File: src/rtl/dpm_pkg.sv
package dpm_pkg;
  localparam int NST = 7;
  typedef enum int unsigned {
    S_ACT  = 0,
    S_IDLE = 1,
    S_PDE  = 2,
    S_PD   = 3,
    S_SRE  = 4,
    S_SR   = 5,
    S_EXW  = 6
  } st_idx_e;
endpackage

File: src/rtl/dpm_fsm.sv
module dpm_fsm
  import dpm_pkg::*;
#(
  parameter int IDLEW = 8,
  parameter int EXW   = 6,
  parameter int RDW   = 5
) (
  input  logic             clk_i,
  input  logic             rst_ni,
  input  logic             req_pend_i,
  input  logic [RDW-1:0]   rd_out_i,
  input  logic             banks_idle_i,
  input  logic             sr_req_i,
  input  logic [IDLEW-1:0] idle_lim_i,
  input  logic [EXW-1:0]   exit_dly_i,
  output logic [NST-1:0]   st_o,
  output logic             pd_entry_o,
  output logic             pd_exit_o,
  output logic             sr_entry_o,
  output logic             sr_exit_o,
  output logic             clk_en_o
);
  logic [NST-1:0]   st_q, nxt;
  logic [IDLEW-1:0] icnt_q;
  logic [EXW-1:0]   ecnt_q;
  logic             idle;
  logic             pd_entry_q, pd_exit_q, sr_entry_q, sr_exit_q, clk_en_q;

  assign idle = !req_pend_i && (rd_out_i == '0) && banks_idle_i;

  always_comb begin
    nxt = '0;
    if (st_q[S_ACT]) begin
      if (idle && sr_req_i)                nxt[S_SRE]  = 1'b1;
      else if (idle && idle_lim_i != '0)   nxt[S_IDLE] = 1'b1;
      else                                 nxt[S_ACT]  = 1'b1;
    end else if (st_q[S_IDLE]) begin
      if (!idle || idle_lim_i == '0)       nxt[S_ACT]  = 1'b1;
      else if (sr_req_i)                   nxt[S_SRE]  = 1'b1;
      else if (icnt_q >= idle_lim_i)       nxt[S_PDE]  = 1'b1;
      else                                 nxt[S_IDLE] = 1'b1;
    end else if (st_q[S_PDE]) begin
      if (req_pend_i) nxt[S_ACT] = 1'b1;   // abort: command not yet issued
      else            nxt[S_PD]  = 1'b1;
    end else if (st_q[S_PD]) begin
      if (req_pend_i) nxt[S_EXW] = 1'b1;
      else            nxt[S_PD]  = 1'b1;
    end else if (st_q[S_SRE]) begin
      if (req_pend_i) nxt[S_ACT] = 1'b1;
      else            nxt[S_SR]  = 1'b1;
    end else if (st_q[S_SR]) begin
      if (req_pend_i || !sr_req_i) nxt[S_EXW] = 1'b1;
      else                         nxt[S_SR]  = 1'b1;
    end else if (st_q[S_EXW]) begin
      if (ecnt_q == '0) nxt[S_ACT] = 1'b1;
      else              nxt[S_EXW] = 1'b1;
    end else begin
      nxt[S_ACT] = 1'b1;
    end
  end

  always_ff @(posedge clk_i or negedge rst_ni) begin
    if (!rst_ni) begin
      st_q       <= NST'(1) << S_ACT;
      icnt_q     <= '0;
      ecnt_q     <= '0;
      pd_entry_q <= 1'b0;
      pd_exit_q  <= 1'b0;
      sr_entry_q <= 1'b0;
      sr_exit_q  <= 1'b0;
      clk_en_q   <= 1'b1;
    end else begin
      st_q <= nxt;
      if (st_q[S_IDLE] && nxt[S_IDLE]) begin
        if (icnt_q != '1) icnt_q <= icnt_q + 1'b1;
      end else begin
        icnt_q <= IDLEW'(1);
      end
      if (nxt[S_EXW] && !st_q[S_EXW])        ecnt_q <= exit_dly_i;
      else if (st_q[S_EXW] && ecnt_q != '0)  ecnt_q <= ecnt_q - 1'b1;
      pd_entry_q <= st_q[S_PDE] && nxt[S_PD];
      sr_entry_q <= st_q[S_SRE] && nxt[S_SR];
      pd_exit_q  <= st_q[S_PD]  && nxt[S_EXW];
      sr_exit_q  <= st_q[S_SR]  && nxt[S_EXW];
      clk_en_q   <= !nxt[S_SR];
    end
  end

  assign st_o       = st_q;
  assign pd_entry_o = pd_entry_q;
  assign pd_exit_o  = pd_exit_q;
  assign sr_entry_o = sr_entry_q;
  assign sr_exit_o  = sr_exit_q;
  assign clk_en_o   = clk_en_q;

  AST_STATE_ONEHOT: assert property (@(posedge clk_i) disable iff (!rst_ni)
    $countones(st_q) == 1);
  AST_PD_PULSE: assert property (@(posedge clk_i) disable iff (!rst_ni)
    pd_entry_q |=> !pd_entry_q);
  AST_PD_LANDS: assert property (@(posedge clk_i) disable iff (!rst_ni)
    pd_entry_q |-> st_q[S_PD]);
  AST_ZERO_LIM: assert property (@(posedge clk_i) disable iff (!rst_ni)
    (st_q[S_ACT] && idle_lim_i == '0) |=> !st_q[S_IDLE]);
  AST_SR_EXIT_CLK: assert property (@(posedge clk_i) disable iff (!rst_ni)
    sr_exit_q |-> clk_en_q);
endmodule

File: src/rtl/dpm_throttle.sv
module dpm_throttle #(
  parameter int THRW = 4
) (
  input  logic            clk_i,
  input  logic            rst_ni,
  input  logic            en_i,
  input  logic [THRW-1:0] blk_i,
  input  logic [THRW-1:0] win_i,
  output logic            blk_o
);
  logic [THRW-1:0] phase_q;

  always_ff @(posedge clk_i or negedge rst_ni) begin
    if (!rst_ni)              phase_q <= '0;
    else if (!en_i)           phase_q <= '0;
    else if (phase_q >= win_i) phase_q <= '0;
    else                      phase_q <= phase_q + 1'b1;
  end

  assign blk_o = en_i && (phase_q < blk_i);
endmodule

File: src/rtl/dpm_pin_ctl.sv
module dpm_pin_ctl #(
  parameter int NCS = 2,
  parameter int RDW = 5
) (
  input  logic [NCS-1:0] cs_n_i,
  input  logic [RDW-1:0] rd_out_i,
  input  logic           rd_issue_i,
  output logic           ca_tri_o,
  output logic           rx_stby_o
);
  assign ca_tri_o  = &cs_n_i;
  assign rx_stby_o = (rd_out_i == '0) && !rd_issue_i;
endmodule

File: src/rtl/dram_pwr_mgr.sv
module dram_pwr_mgr
  import dpm_pkg::*;
#(
  parameter int NCS   = 2,
  parameter int RDW   = 5,
  parameter int IDLEW = 8,
  parameter int EXW   = 6,
  parameter int THRW  = 4
) (
  input  logic             clk_i,
  input  logic             rst_ni,
  input  logic             req_pend_i,
  input  logic [RDW-1:0]   rd_out_i,
  input  logic             rd_issue_i,
  input  logic             banks_idle_i,
  input  logic [NCS-1:0]   cs_n_i,
  input  logic             sr_req_i,
  input  logic [IDLEW-1:0] idle_lim_i,
  input  logic [EXW-1:0]   exit_dly_i,
  input  logic             thr_en_i,
  input  logic [THRW-1:0]  thr_blk_i,
  input  logic [THRW-1:0]  thr_win_i,
  output logic             ready_o,
  output logic             pd_entry_o,
  output logic             pd_exit_o,
  output logic             sr_entry_o,
  output logic             sr_exit_o,
  output logic             clk_en_o,
  output logic             ca_tri_o,
  output logic             rx_stby_o
);
  logic [NST-1:0] st;
  logic           blk;

  dpm_fsm #(.IDLEW(IDLEW), .EXW(EXW), .RDW(RDW)) u_fsm (
    .clk_i, .rst_ni, .req_pend_i, .rd_out_i, .banks_idle_i, .sr_req_i,
    .idle_lim_i, .exit_dly_i, .st_o(st), .pd_entry_o, .pd_exit_o,
    .sr_entry_o, .sr_exit_o, .clk_en_o
  );

  dpm_throttle #(.THRW(THRW)) u_thr (
    .clk_i, .rst_ni, .en_i(thr_en_i), .blk_i(thr_blk_i), .win_i(thr_win_i),
    .blk_o(blk)
  );

  dpm_pin_ctl #(.NCS(NCS), .RDW(RDW)) u_pin (
    .cs_n_i, .rd_out_i, .rd_issue_i, .ca_tri_o, .rx_stby_o
  );

  assign ready_o = (st[S_ACT] || st[S_IDLE]) && !blk;

  AST_GATED_NOT_READY: assert property (@(posedge clk_i) disable iff (!rst_ni)
    !clk_en_o |-> !ready_o);
  AST_SR_ENTRY_GATED: assert property (@(posedge clk_i) disable iff (!rst_ni)
    sr_entry_o |-> !clk_en_o);
endmodule

File: config.mk
export PLATFORM = sky130hd
export DESIGN_NAME = dram_pwr_mgr
export DESIGN_NICKNAME = d
export VERILOG_FILES = /design/src/rtl/dpm_pkg.sv /design/src/rtl/dpm_fsm.sv /design/src/rtl/dpm_throttle.sv /design/src/rtl/dpm_pin_ctl.sv /design/src/rtl/dram_pwr_mgr.sv
export SDC_FILE = /design/constraint.sdc
export NUM_CORES = 1
export LEC_CHECK = 0
export BUFFER_PORTS_ARGS = -buffer_cell sky130_fd_sc_hd__buf_4
export CAP_MARGIN = 40
export CORE_UTILIZATION = 50
export CTS_BUF_LIST = sky130_fd_sc_hd__clkbuf_2
export CTS_CLUSTER_DIAMETER = 80
export DETAILED_ROUTE_END_ITERATION = 12
export GPL_TIMING_DRIVEN = 0
export PLACE_DENSITY = 0.75
export SYNTH_ARGS = -nofsm -noshare
export SYNTH_HDL_FRONTEND = slang
export SYNTH_SLANG_ARGS = --single-unit
File: constraint.sdc
create_clock -name clk_i -period 2.4 [get_ports clk_i]
set_clock_uncertainty 0.15 [all_clocks]
set_input_delay 0.48 -clock clk_i [delete_from_list [all_inputs] [get_ports clk_i]]
set_output_delay 0.48 -clock clk_i [all_outputs]
set_load 0.03 [all_outputs]
Word-level counts from Yosys, hierarchy flattened
Index checks and enable logic that the tools add are counted.

Muxes and demuxes: 47. Equal/unequal tests: 2. $lt $le $gt $ge: 3. Reduce and logical (&&, ||, !) cells: 31. $add $sub $neg: 3.

Operators with widths (number): $mux 1 (32); $mux 2 (9); $mux 8 (2); $logic_and 1x1->1 (14); $mux 6 (2); $add 8x1->8 const B (1); $ge 8x8->1 (1); $logic_not 8->1 (1); $mux 4 (2); $ne 8x8->1 const B (1); $reduce_bool 8->1 (1); $logic_not 1->1 (7); $logic_not 6->1 (1); $reduce_bool 6->1 (1); $sub 6x1->6 const B (1); $logic_not 5->1 (1); $add 4x1->4 const B (1); $ge 4x4->1 (1); $lt 4x4->1 (1); $logic_or 1x1->1 (3); $ne 2x2->1 const B (1); $reduce_and 2->1 (1); $reduce_bool 2->1 (1).

Output and inout port bits: 8. Logic and storage cells: 95. Register bits: 30.

Depth between registers and ports, before layout
Gate-level depths: netlist (run 1).

Depth after elaboration: 11. Depth in mapped cells: 7. Mapped depth without buffers: 6.

Hierarchy
From an unflattened synthesis (run 1), not the netlist that was laid out.

Cells, all modules: 212. Area total of the unflattened synthesis: 1901.8 um2.

Modules (own cells, without submodules): dpm_fsm (cells an instance 171, area an instance 1536.5 um2, times used 1, seq. area each 653.1 um2); dpm_throttle (cells an instance 37, area an instance 331.6 um2, times used 1, seq. area each 100.1 um2); dpm_pin_ctl (cells an instance 3, area an instance 23.8 um2, times used 1, seq. area each 0.0 um2); dram_pwr_mgr (cells an instance 1, area an instance 10.0 um2, times used 1, seq. area each 0.0 um2).

Worst setup path before layout (run 1)
OpenSTA, ideal clock, no wires.

Kind: input to register. Start point: input idle_lim_i[7]. End point: register u_fsm.icnt_q[0]. Stages on the path: 7. Slack: 0.191 ns. Buffers on the path: 1. Arrival: 1.927 ns. Setup time: 0.131 ns. Cells stage by stage: inv_1 ha_1 a21oi_1 a31oi_1 or4_1 buf_2 or3_1.

Word-level cells in the longest chain between the ends: 8. Elaborated cells on any way between the ends: 15.

Ends and longest elaborated chain: start, declared (line dram_pwr_mgr.sv:18) `input logic [IDLEW-1:0] idle_lim_i,`; $ge 8x8->1 (line dpm_fsm.sv:40) `else if (icnt_q >= idle_lim_i) nxt[S_PDE] = 1'b1;`; $mux 1 (line dpm_fsm.sv:40); $mux 2 (line dpm_fsm.sv:39) `else if (sr_req_i) nxt[S_SRE] = 1'b1;`; $mux 2 (line dpm_fsm.sv:38) `if (!idle || idle_lim_i == '0) nxt[S_ACT] = 1'b1;`; $mux 2 (line dpm_fsm.sv:37) `end else if (st_q[S_IDLE]) begin`; $mux 2 * (line dpm_fsm.sv:33) `if (st_q[S_ACT]) begin`; $logic_and 1x1->1 * (line dpm_fsm.sv:74) `if (st_q[S_IDLE] && nxt[S_IDLE]) begin`; $ne 2x2->1 (no line) / $mux 8 (equally long branches); end signal, assigned (line dpm_fsm.sv:75) `if (icnt_q != '1) icnt_q <= icnt_q + 1'b1;`; end, declared (line dpm_fsm.sv:24) `logic [IDLEW-1:0] icnt_q;`.

Every way passes the cells marked *; elsewhere a longest branch is shown, timed or not. A chain may end at the register's enable or synchronous reset.

Worst setup path after layout (run 1)
Start point: register u_fsm.icnt_q[7]. End point: register u_fsm.icnt_q[0].

Word-level cells in the longest chain between the ends: 8. Elaborated cells on any way between the ends: 10.

Ends and longest elaborated chain (line): $ge 8x8->1 (dpm_fsm.sv:40); $mux 1 (dpm_fsm.sv:40); $mux 2 (dpm_fsm.sv:39); $mux 2 (dpm_fsm.sv:38); $mux 2 (dpm_fsm.sv:37); $mux 2 (dpm_fsm.sv:33); $logic_and 1x1->1 (dpm_fsm.sv:74); $ne 2x2->1 (no line) / $mux 8 (equally long branches).

Several ways; a longest one is shown, not always the timed one.

==> reports/results.txt, run 1 <==
Status - complete, no violations
Clock Latency Late Sink - 380 ps
# DRC - 0
FMAX - 439.9 MHz
Antenna violations before repair - 0
I/O pins - 44
PD cells - 380.9 nW/µm²
Total Power - 0.0009070 W
Top Family by Delay on Critical Path - simple AND/OR/NAND/NOR gates
WHS - 119.6 ps
All-Layer GR Usage - 20.94%
Slew Viols, Final - 0
GPL Wtd Cong - 0.8115
Mapped Avg Cell Area - 9.223 µm²
Pleak - 1.190 nW
MaxCap Viol Count - 0
Mapped Nets - 264
H-tree Lvls - 2
Maximum number of pins on one net before global-route repair - 31
CTS Root Cell - clkbuf_2
Design area - 2381 µm²
Core Area - 3689 µm²
WL/cell - 12.10 µm
Max FO, Critical Path - 8
Async set or reset register ratio after synthesis - 100.0%
Starting DRT DRC Count - 59
Most used DFF post-synth - dfrtp_1
Gr ovfl total - 0
Yosys warns - 0
Setup-failing EPs final - 0
Worst Path Buf+Inv - 1
RSZ-0062 raised after global routing - no
Share of cells above drive strength 1 - 25.95%
Chip height - 64.24 µm
Final worst setup slack - 126.9 ps
CTS tree - done
Netlist cell types - 48
Hold Path Class - primary input to flip-flop
Die area - 4127 µm²
Placed Area - 2320 µm²
Drt total wl - 3752 µm
Via/cell ratio - 5.442
Via Count - 1687
Vias in the first global route - 1638
Area grow syn2layout - 22.93%
Mapped Area - 1937 µm²
Worst EP required - 2530 ps
DP HPWL - 2877 µm
IO Port Bufs - 43
Sequential element share of the synthesized area - 38.89%
Clk pin slew, worst setup/hold paths - 170 ps
1st-pass router iterations - 4
Cells after Synth - 210
Crit end category - flip-flop
Worst setup path class - flip-flop to flip-flop
CP Launch Type - flip-flop
#FFs+latches synth - 30
First-pass GRT wire length - 6796 µm
Worst EP arrival - 2400 ps
Clock Sink Count - 30
Critical path's slowest cell - dfrtp_1
Rel. slew slack - 70.33%
Crit path time final - 2273 ps
Starting Density - 52.51%
Dpl ws - -31.70 ps
FP Rows - 22
Peak VDD IR - 304.7 µV
Total CTS buffers - 5
Diode count - 0
DIE WIDTH - 64.24 µm
Layout Nets - 315
Post-synth EDFFs - 0
Final hold violation count - 0
Worst-margin pin slew - 443.6 ps
Post-route ant nets - 0
Clock Tree Buf Depth - 2
CP peak stage delay - 460 ps
Fill count - 331
Final period util - 94.71%
Crit path cell chain - ha_1, a21oi_1, a31oi_1, or4_1, buf_2, or3_1
-- cells by family after synthesis --
logic type | share of synthesized area [%]
AOI/OAI and AO/OA | 14.66
xor gates and xnor gates | 1.809
adders and majority gates | 11.63
buffers and inverters | 5.878
DFF | 38.89
muxes | 2.842
and+or+nand+nor | 24.29
-- worst reg2reg max path: stages (launching register included) --
cell and delay [ps]:
dfrtp_1 460, ha_1 330, a21oi_1 180, a31oi_1 110
or4_1 410, buf_2 200, or3_1 350
-- Yosys cell counts, types with 2 or more instances --
| cell type | number | area (µm²) |
|---|---|---|
| or3_1 | 2 | 12.51 |
| a21o_1 | 3 | 22.52 |
| and2_1 | 2 | 12.51 |
| a31oi_1 | 6 | 37.54 |
| nor3_1 | 6 | 30.03 |
| nand2_1 | 8 | 30.03 |
| ha_1 | 18 | 225.2 |
| a211o_1 | 2 | 17.52 |
| nand2b_1 | 4 | 25.02 |
| a21oi_1 | 9 | 45.04 |
| dfrtp_1 | 28 | 700.7 |
| and3_1 | 4 | 25.02 |
| xnor2_1 | 3 | 26.28 |
| or4_1 | 5 | 37.54 |
| nand3_1 | 8 | 40.04 |
| nand4_1 | 2 | 12.51 |
| a211oi_1 | 4 | 30.03 |
| nor2b_1 | 3 | 18.77 |
| nor4_1 | 8 | 50.05 |
| nor2_1 | 21 | 78.83 |
| o21ai_0 | 7 | 35.03 |
| mux2_2 | 4 | 45.04 |
| inv_1 | 27 | 101.4 |
| dfstp_2 | 2 | 52.55 |
-- through the flow --
stage	utilization [%]	setup TNS (ps)	cells
6_report	64.55	0	310
5_1_grt	64.55	0	310
4_1_cts	64.18	0	309
3_5_place_dp	62.89	-31.70	301
3_3_place_gp	62.89	-27.34	301
2_1_floorplan	-	0	210
-- metal layers --
layer	part of all wire [%]	up-vias	GRT usage, %	routed length (µm)
li1	-	863	-	-
met1	46	769	25.76	1719
met2	47	50	35.26	1782
met3	5.7	5	5.893	212
met4	1.0	0	6.389	38
met5	0	-	0	0
-- path summary, 6_finish.rpt --
kind                                  startpoint                to  slack (ps)  cells past startpoint
worst max register to register   u_fsm.icnt_q[7]   u_fsm.icnt_q[0]         130                      6
max in group asynchronous                 rst_ni    u_fsm.clk_en_o        1410                      2
worst min register to register  u_thr.phase_q[0]  u_thr.phase_q[0]         350                      1
worst max-delay path             u_fsm.icnt_q[7]   u_fsm.icnt_q[0]         130                      6
worst min-delay path                  req_pend_i     u_fsm.st_o[3]         120                      2
min in group asynchronous                 rst_ni   u_fsm.icnt_q[1]         380                      2
-- area by class of cell --
cell class / instances / area, µm² / area share [%]
plain buffers: 2 / 8.758 / 0.3678
clock buffers: 5 / 25.02 / 1.051
clock inverters: 3 / 16.27 / 0.6831
multi-input cells: 150 / 1076 / 45.19
well taps: 48 / 60.06 / 2.522
repair buffers: 45 / 340.3 / 14.29
flip-flops and latches: 30 / 753.2 / 31.63
inverters: 27 / 101.3 / 4.256
-- repair_timing --
item	CTS	global route
hold endpoints to repair	28	0
setup endpoints to repair	1	1
pin swaps	0	2
setup buffers	0	1
gates resized for setup	0	4
hold buffers	1	0
-- flip-flops by register name, indices dropped and copies added, names as in the netlist --
name	cells
u_fsm.icnt_q	8
u_fsm.st_o	7
u_fsm.ecnt_q	6
u_thr.phase_q	4
u_fsm.clk_en_o	1
u_fsm.pd_entry_o	1
u_fsm.pd_exit_o	1
u_fsm.sr_entry_o	1
u_fsm.sr_exit_o	1
-- where the power goes --
group / internal [W] / switching [W] / total [W]
clock: 0.0000664 / 0.000181 / 0.000247
sequential: 0.000513 / 0.00000738 / 0.000520
combinational: 0.0000774 / 0.0000625 / 0.000140
total: 0.000656 / 0.000251 / 0.000907
-- cell usage in the layout, fill, tap and decap left out, drive strengths merged, types with 3 or more instances in the layout --
cell type	Yosys	final
buf	2	46
a21oi	9	9
clkbuf	1	5
or3	3	3
nand2b	4	4
o21ai	7	7
nand2	8	8
dfrtp	28	28
mux2	4	4
a21o	3	3
a31oi	6	6
ha	18	18
nor3	8	8
xnor2	3	3
nor4	8	8
and3	4	4
nor2	21	21
nor2b	3	3
nand3	8	8
inv	27	27
or4	5	5
a211oi	4	4
Power figures use the tool's default switching activity.
==> inputs of run 2 (changes only) <==
CAP_MARGIN = 20   (was 40)
CORE_UTILIZATION = 40   (was 50)
PLACE_DENSITY = default   (was 0.75)
SKIP_LAST_GASP = 1   (was default)
==> run 2 against run 1 <==
Compared with the run above: hold slack worse by 6.4 ps; critical endpoint is now ready_o; setup slack better by 4.7 ps; register-to-register slack better by 20 ps; routed wire length is 5.1% higher; clock power is 48% higher; flip-flop and latch count stayed put; non-clock buffer count is 1 lower; via count is 0.47% lower; critical path depth is 1 lower; first-iteration DRC count is 61% higher.
==> reports/results.txt, run 2 (synthesized netlist as in run 1, its figures left out) <==
Crit end category - output pin
Worst EP required - 1770 ps
PD cells - 425.4 nW/µm²
MaxCap Viol Count - 0
I/O pins - 44
Starting DRT DRC Count - 95
Diode count - 0
GPL Wtd Cong - 0.7875
RSZ-0062 raised after global routing - yes
Post-route ant nets - 0
CTS Root Cell - clkbuf_2
WL/cell - 12.59 µm
Clk pin slew, worst setup/hold paths - 170 ps
Vias in the first global route - 1653
Pleak - 1.201 nW
Worst R2R End - u_fsm.icnt_q[0]
Worst-margin pin slew - 436.8 ps
Clock Latency Late Sink - 390 ps
Max reg flops - 8
IO Port Bufs - 43
Layout Nets - 314
# DRC - 0
Drt total wl - 3942 µm
Hold Path Class - primary input to flip-flop
Critical path's slowest cell - dfrtp_1
Hold depth - 2
DP HPWL - 3016 µm
CTS tree - done
Total CTS buffers - 5
Metal2 WL - 1906 µm
Worst Path Buf+Inv - 1
Top Family by Delay on Critical Path - flip-flops
Top routing layer in use - met4
Via/cell ratio - 5.364
Chip height - 71.59 µm
Final hold violation count - 0
Slew Viols, Final - 0
Crit path cell chain - ha_1, a21boi_0, o21ai_0, a21oi_1, buf_4
Commonest non-fill, non-tap cells in the layout - buf_4 (43), dfrtp_1 (28), inv_1 (27), nor2_1 (21), ha_1 (18)
Finished Layout Cells - 313
Setup slack on the worst flop-to-flop path - 150 ps
Core Area - 4504 µm²
Final period util - 94.52%
Worst Reg-to-Reg Cells - 6
Gr ovfl total - 0
Via Count - 1679
Setup TNS - 0 ps
FP Rows - 24
Most common cell after layout, fill and taps aside - buf_4
Area grow syn2layout - 24.03%
Rel. slew slack - 70.78%
Setup-failing EPs final - 0
All-Layer GR Usage - 17.66%
Max FO, Critical Path - 4
Hold_sp - req_pend_i
H-tree Lvls - 2
Clock Sink Count - 30
Maximum number of pins on one net before global-route repair - 31
Peak VDD IR - 408.3 µV
Starting Density - 43.00%
Share of cells above drive strength 1 - 26.05%
Reg-to-reg startpoint - u_fsm.icnt_q[7]
Top reg by flops - u_fsm.icnt_q
Met3 Routed Length - 183 µm
Worst EP arrival - 1640 ps
1st-pass router iterations - 4
Clock Tree Buf Depth - 2
Die area - 5124 µm²
Antenna violations before repair - 0
Worst setup path class - flip-flop to output pin
Status - complete, no violations
DIE WIDTH - 71.59 µm
Final core occ - 53.33%
Hold Path Sink - u_fsm.st_o[3]
Cell count after placement - 305
FMAX - 440.8 MHz
Metal-1 WL - 1796 µm
First-pass GRT wire length - 7093 µm
CP peak stage delay - 450 ps
CP Launch Type - flip-flop
Crit path time final - 2268 ps
-- run 2: cell types whose count changed in the layout (fill, tap and decap cells not counted), sizes merged --
| cell | previous run | this run |
|---|---|---|
| buf | 46 | 45 |
| bufinv | 0 | 1 |
| clkinvlp | 1 | 0 |
-- run 2: area by class of cell --
| class | count | area [µm²] |
|---|---|---|
| Inverter | 27 | 101.3 |
| Buffer | 2 | 8.758 |
| Timing Repair Buffer | 44 | 332.8 |
| Sequential cell | 30 | 753.2 |
| Tap cell | 52 | 65.06 |
| Clock inverter | 3 | 40.04 |
| Multi-Input combinational cell | 150 | 1076 |
| Clock buffer | 5 | 25.02 |
| Fill cell | 441 | 2102 |
-- run 2: repair_timing --
| item | 4_1_cts | 5_1_grt |
|---|---|---|
| endpoints found under the setup margin | 1 | 3 |
| endpoints found under the hold margin | 28 | 0 |
| setup buffers | 0 | 0 |
| resized for setup | 0 | 2 |
| hold buffers | 1 | 0 |
-- run 2: how the worst max path moves through the flow --
| stage | startpoint | end | slack (ps) | depth (start not counted) |
|---|---|---|---|---|
| after floorplan | idle_lim_i[7] | u_fsm.icnt_q[0] | 190 | 7 |
| after global placement | idle_lim_i[7] | u_fsm.icnt_q[0] | -70 | 8 |
| after detailed placement | idle_lim_i[7] | u_fsm.icnt_q[0] | -40 | 8 |
| after CTS | u_fsm.st_o[0] | ready_o | 60 | 4 |
| after global routing | u_thr.phase_q[1] | ready_o | -4 | 5 |
| final | u_thr.phase_q[1] | ready_o | 130 | 5 |
-- run 2: stage by stage --
stage,power (W),setup WS (ps),cell area [µm²],hold WS (ps)
5_1_grt,0.001075,-4.395,2402,66.43
3_5_place_dp,0.0006666,-38.85,2325,283.0
2_1_floorplan,0.0005893,191.2,1937,34.41
6_report,0.001022,131.6,2402,113.1
3_3_place_gp,0.0006631,-65.17,2325,284.3
4_1_cts,0.001040,61.05,2396,91.40
-- run 2: worst register-to-register path, stage by stage (launching register included) --
cell and delay [ps]:
dfrtp_1 460, ha_1 340, a21oi_2 160, a31oi_1 100, or4_1 380, buf_2 190, or3_1 360
-- run 2: power by group --
part           switching [W]  internal, W
registers         0.00000795     0.000513
logic              0.0000631    0.0000724
clock network       0.000193     0.000173
-- run 2: metal layers --
metal	vias to the layer above	GRT usage [%]
met2	27	29.42
met3	8	6.329
met5	-	0
met4	0	5.447
li1	857	-
met1	787	21.52
==> inputs of run 3 (changes only) <==
SYNTH_HIERARCHICAL = 1   (was default)
==> run 3 against run 2 <==
Compared with the run above: flip-flop and latch count unchanged; sequential share of layout area down 0.78 points; first-iteration DRC count up 35%; highest routed layer unchanged; total power up 9.7%; count of clock-buffer cells in the layout unchanged; final area up 2.6%; area after synthesis down 1.8%; synthesized cell count up 0.95%.
==> reports/results.txt, run 3 <==
Status - complete, no violations
Cell Int Power - 0.0008689 W
Setup slack on the worst flop-to-flop path - 90 ps
FP Rows - 24
Worst EP required - 2530 ps
Vias in the first global route - 1715
Design area - 2464 µm²
#FFs+latches synth - 30
XOR/XNOR Fraction of Synth Area - 1.842%
Final period util - 96.36%
IO Port Bufs - 43
Synth area leaders - dfrtp_1 (37%), ha_1 (13%), nand2_1 (4.3%)
Post-route ant nets - 0
Yosys top cell area share - 36.84%
Combinational Power Share - 12.6%
Post-synth EDFFs - 0
Cell count after placement - 307
Clock Latency Late Sink - 380 ps
Synth Area in Simple Gates - 26.05%
Worst-margin pin slew - 417.5 ps
Die area - 5035 µm²
Clock Sink Count - 30
Mapped Avg Cell Area - 8.971 µm²
H-tree Lvls - 2
Gr ovfl total - 0
CTS Root Cell - clkbuf_2
Sequential share of power - 46.3%
NetSw - 0.0002516 W
Commonest non-fill, non-tap cells in the layout - buf_4 (46), dfrtp_1 (28), nand2_1 (22), inv_1 (21), ha_1 (18)
Diode count - 0
PD cells - 454.8 nW/µm²
Final core occ - 55.06%
Starting Density - 42.51%
Mapped Nets - 267
Worst EP arrival - 2440 ps
Post-Synth Adder-Cell Area - 12.50%
Total CTS buffers - 5
Max reg flops - 8
Chip height - 70.96 µm
Sequential element share of the synthesized area - 39.61%
Mapped Area - 1902 µm²
Setup TNS - 0 ps
Core Area - 4474 µm²
CP Launch Type - flip-flop
1st-pass router iterations - 6
DP HPWL - 2972 µm
Layout Nets - 322
Sw frac - 22.46%
Most numerous cell in the Yosys netlist - dfrtp_1
CP peak stage delay - 420 ps
Setup-failing EPs final - 0
Clk pin slew, worst setup/hold paths - 170 ps
Clock power frac - 41.1%
CTS tree - done
Dpl ws - -172.9 ps
Via Count - 1694
Placed Area - 2290 µm²
Maximum number of pins on one net before global-route repair - 31
Crit path cell chain - inv_1, ha_1, nand2b_4, a2111oi_4, nor3_2, o31a_4, or3_1
RSZ-0062 raised after global routing - yes
I/O pins - 44
Yosys warns - 6
Top reg by flops - u_fsm/icnt_q
Peak VDD IR - 400.4 µV
First-pass GRT wire length - 7410 µm
Max FO, Critical Path - 9
Crit path time final - 2313 ps
Critical path's slowest cell - o31a_4
Compound-Gate Fraction of Synth Area - 14.14%
Post-synthesis mux area share - 1.053%
Crit end category - flip-flop
Largest family of logic cells by synthesized area - simple AND/OR/NAND/NOR gates
FMAX - 432.4 MHz
WL/cell - 12.48 µm
Finished Layout Cells - 320
Async set or reset register ratio after synthesis - 100.0%
Top Family by Delay on Critical Path - compound AO/OA/AOI/OAI gates
Yosys top cell by area - dfrtp_1
Clock Tree Buf Depth - 2
Synth top cells by count - dfrtp_1 (28), nand2_1 (22), inv_1 (21)
Area grow syn2layout - 29.54%
Cells after Synth - 212
Most used DFF post-synth - dfrtp_1
MaxCap Viol Count - 0
# DRC - 0
Starting DRT DRC Count - 128
Antenna violations before repair - 0
Final hold violation count - 0
DIE WIDTH - 70.96 µm
Rel. slew slack - 72.01%
Hold Path Class - primary input to flip-flop
Worst Path Buf+Inv - 1
Via/cell ratio - 5.294
All-Layer GR Usage - 18.69%
Share of cells above drive strength 1 - 25.00%
Slew Viols, Final - 0
Netlist cell types - 37
Drt total wl - 3995 µm
GPL Wtd Cong - 0.7777
Most common cell after layout, fill and taps aside - buf_4
Final worst setup slack - 87.34 ps
Pleak - 1.149 nW
Worst setup path class - flip-flop to flip-flop
==> run 3: through the flow <==
stage | power, W | hold WS, ps
6_report | 0.001121 | 138.2
5_1_grt | 0.001177 | 123.5
4_1_cts | 0.001133 | 121.6
3_5_place_dp | 0.0006608 | 284.5
3_3_place_gp | 0.0006587 | 284.5
2_1_floorplan | 0.0005852 | 34.41
==> run 3: what timing repair did <==
| action | CTS | global route |
|---|---|---|
| endpoints found under the hold margin | 28 | 0 |
| pin swaps | 0 | 1 |
| setup endpoints to repair | 2 | 9 |
| hold buffers | 1 | 0 |
| resized for setup | 0 | 6 |
| buffers inserted | 3 | 1 |
==> run 3: path summary, 6_finish.rpt <==
kind                                  startpoint          endpoint  cells past startpoint
worst max-delay path             u_fsm/icnt_q[0]   u_fsm/icnt_q[0]                      7
worst min-delay path               exit_dly_i[4]   u_fsm/ecnt_q[4]                      3
worst max register to register   u_fsm/icnt_q[0]   u_fsm/icnt_q[0]                      7
max in group asynchronous                 rst_ni     u_fsm/st_o[0]                      2
worst min register to register  u_thr/phase_q[0]  u_thr/phase_q[0]                      1
min in group asynchronous                 rst_ni     u_fsm/st_o[3]                      2
==> run 3: worst reg2reg max path, delay by kind of cell, from the launching register on <==
family,cells,cell delay [ps]
and+or+nand+nor,3,620
AOI/OAI and AO/OA,2,770
DFF,1,380
adders and majority gates,1,260
buffers and inverters,1,40
==> run 3: power by group through the flow <==
stage / Clock, W / Sequential (W) / Combinational (W)
2_1_floorplan: 0 / 0.000528 / 0.0000570
3_3_place_gp: 0 / 0.000530 / 0.000128
3_5_place_dp: 0 / 0.000530 / 0.000130
4_1_cts: 0.000475 / 0.000519 / 0.000139
5_1_grt: 0.000492 / 0.000521 / 0.000163
6_report: 0.000461 / 0.000519 / 0.000141
==> run 3: final cells by class <==
cell class,count,area [µm²]
timing repair buffer,48,366.6
fill,426,2011
buffer,3,12.51
clock inverter,3,63.81
inverter,21,78.83
multi-input combinational,158,1099
clock buffer,5,25.02
tap,52,65.06
sequential,30,753.2
==> run 3: cell families (layout without fill, tap and decap cells) <==
logic type | after synthesis | in the layout
flip-flops | 30 | 30
XOR/XNOR | 4 | 4
multiplexers | 2 | 2
buffers and inverters | 24 | 80
AO/OA/AOI/OAI | 37 | 37
AND/OR/NAND/NOR | 96 | 96
adder cells (fa/ha/maj) | 19 | 19
==> run 3: routing by layer <==
layer  routed length, µm  GRT usage [%]  up-vias  part of all wire, %
li1                    -              -      873                    -
met1                1970          25.00      785                   49
met2                1814          29.91       28                   45
met3                 148          4.131        8                  3.7
met4                  61          6.667        0                  1.5
met5                   0              0        -                    0
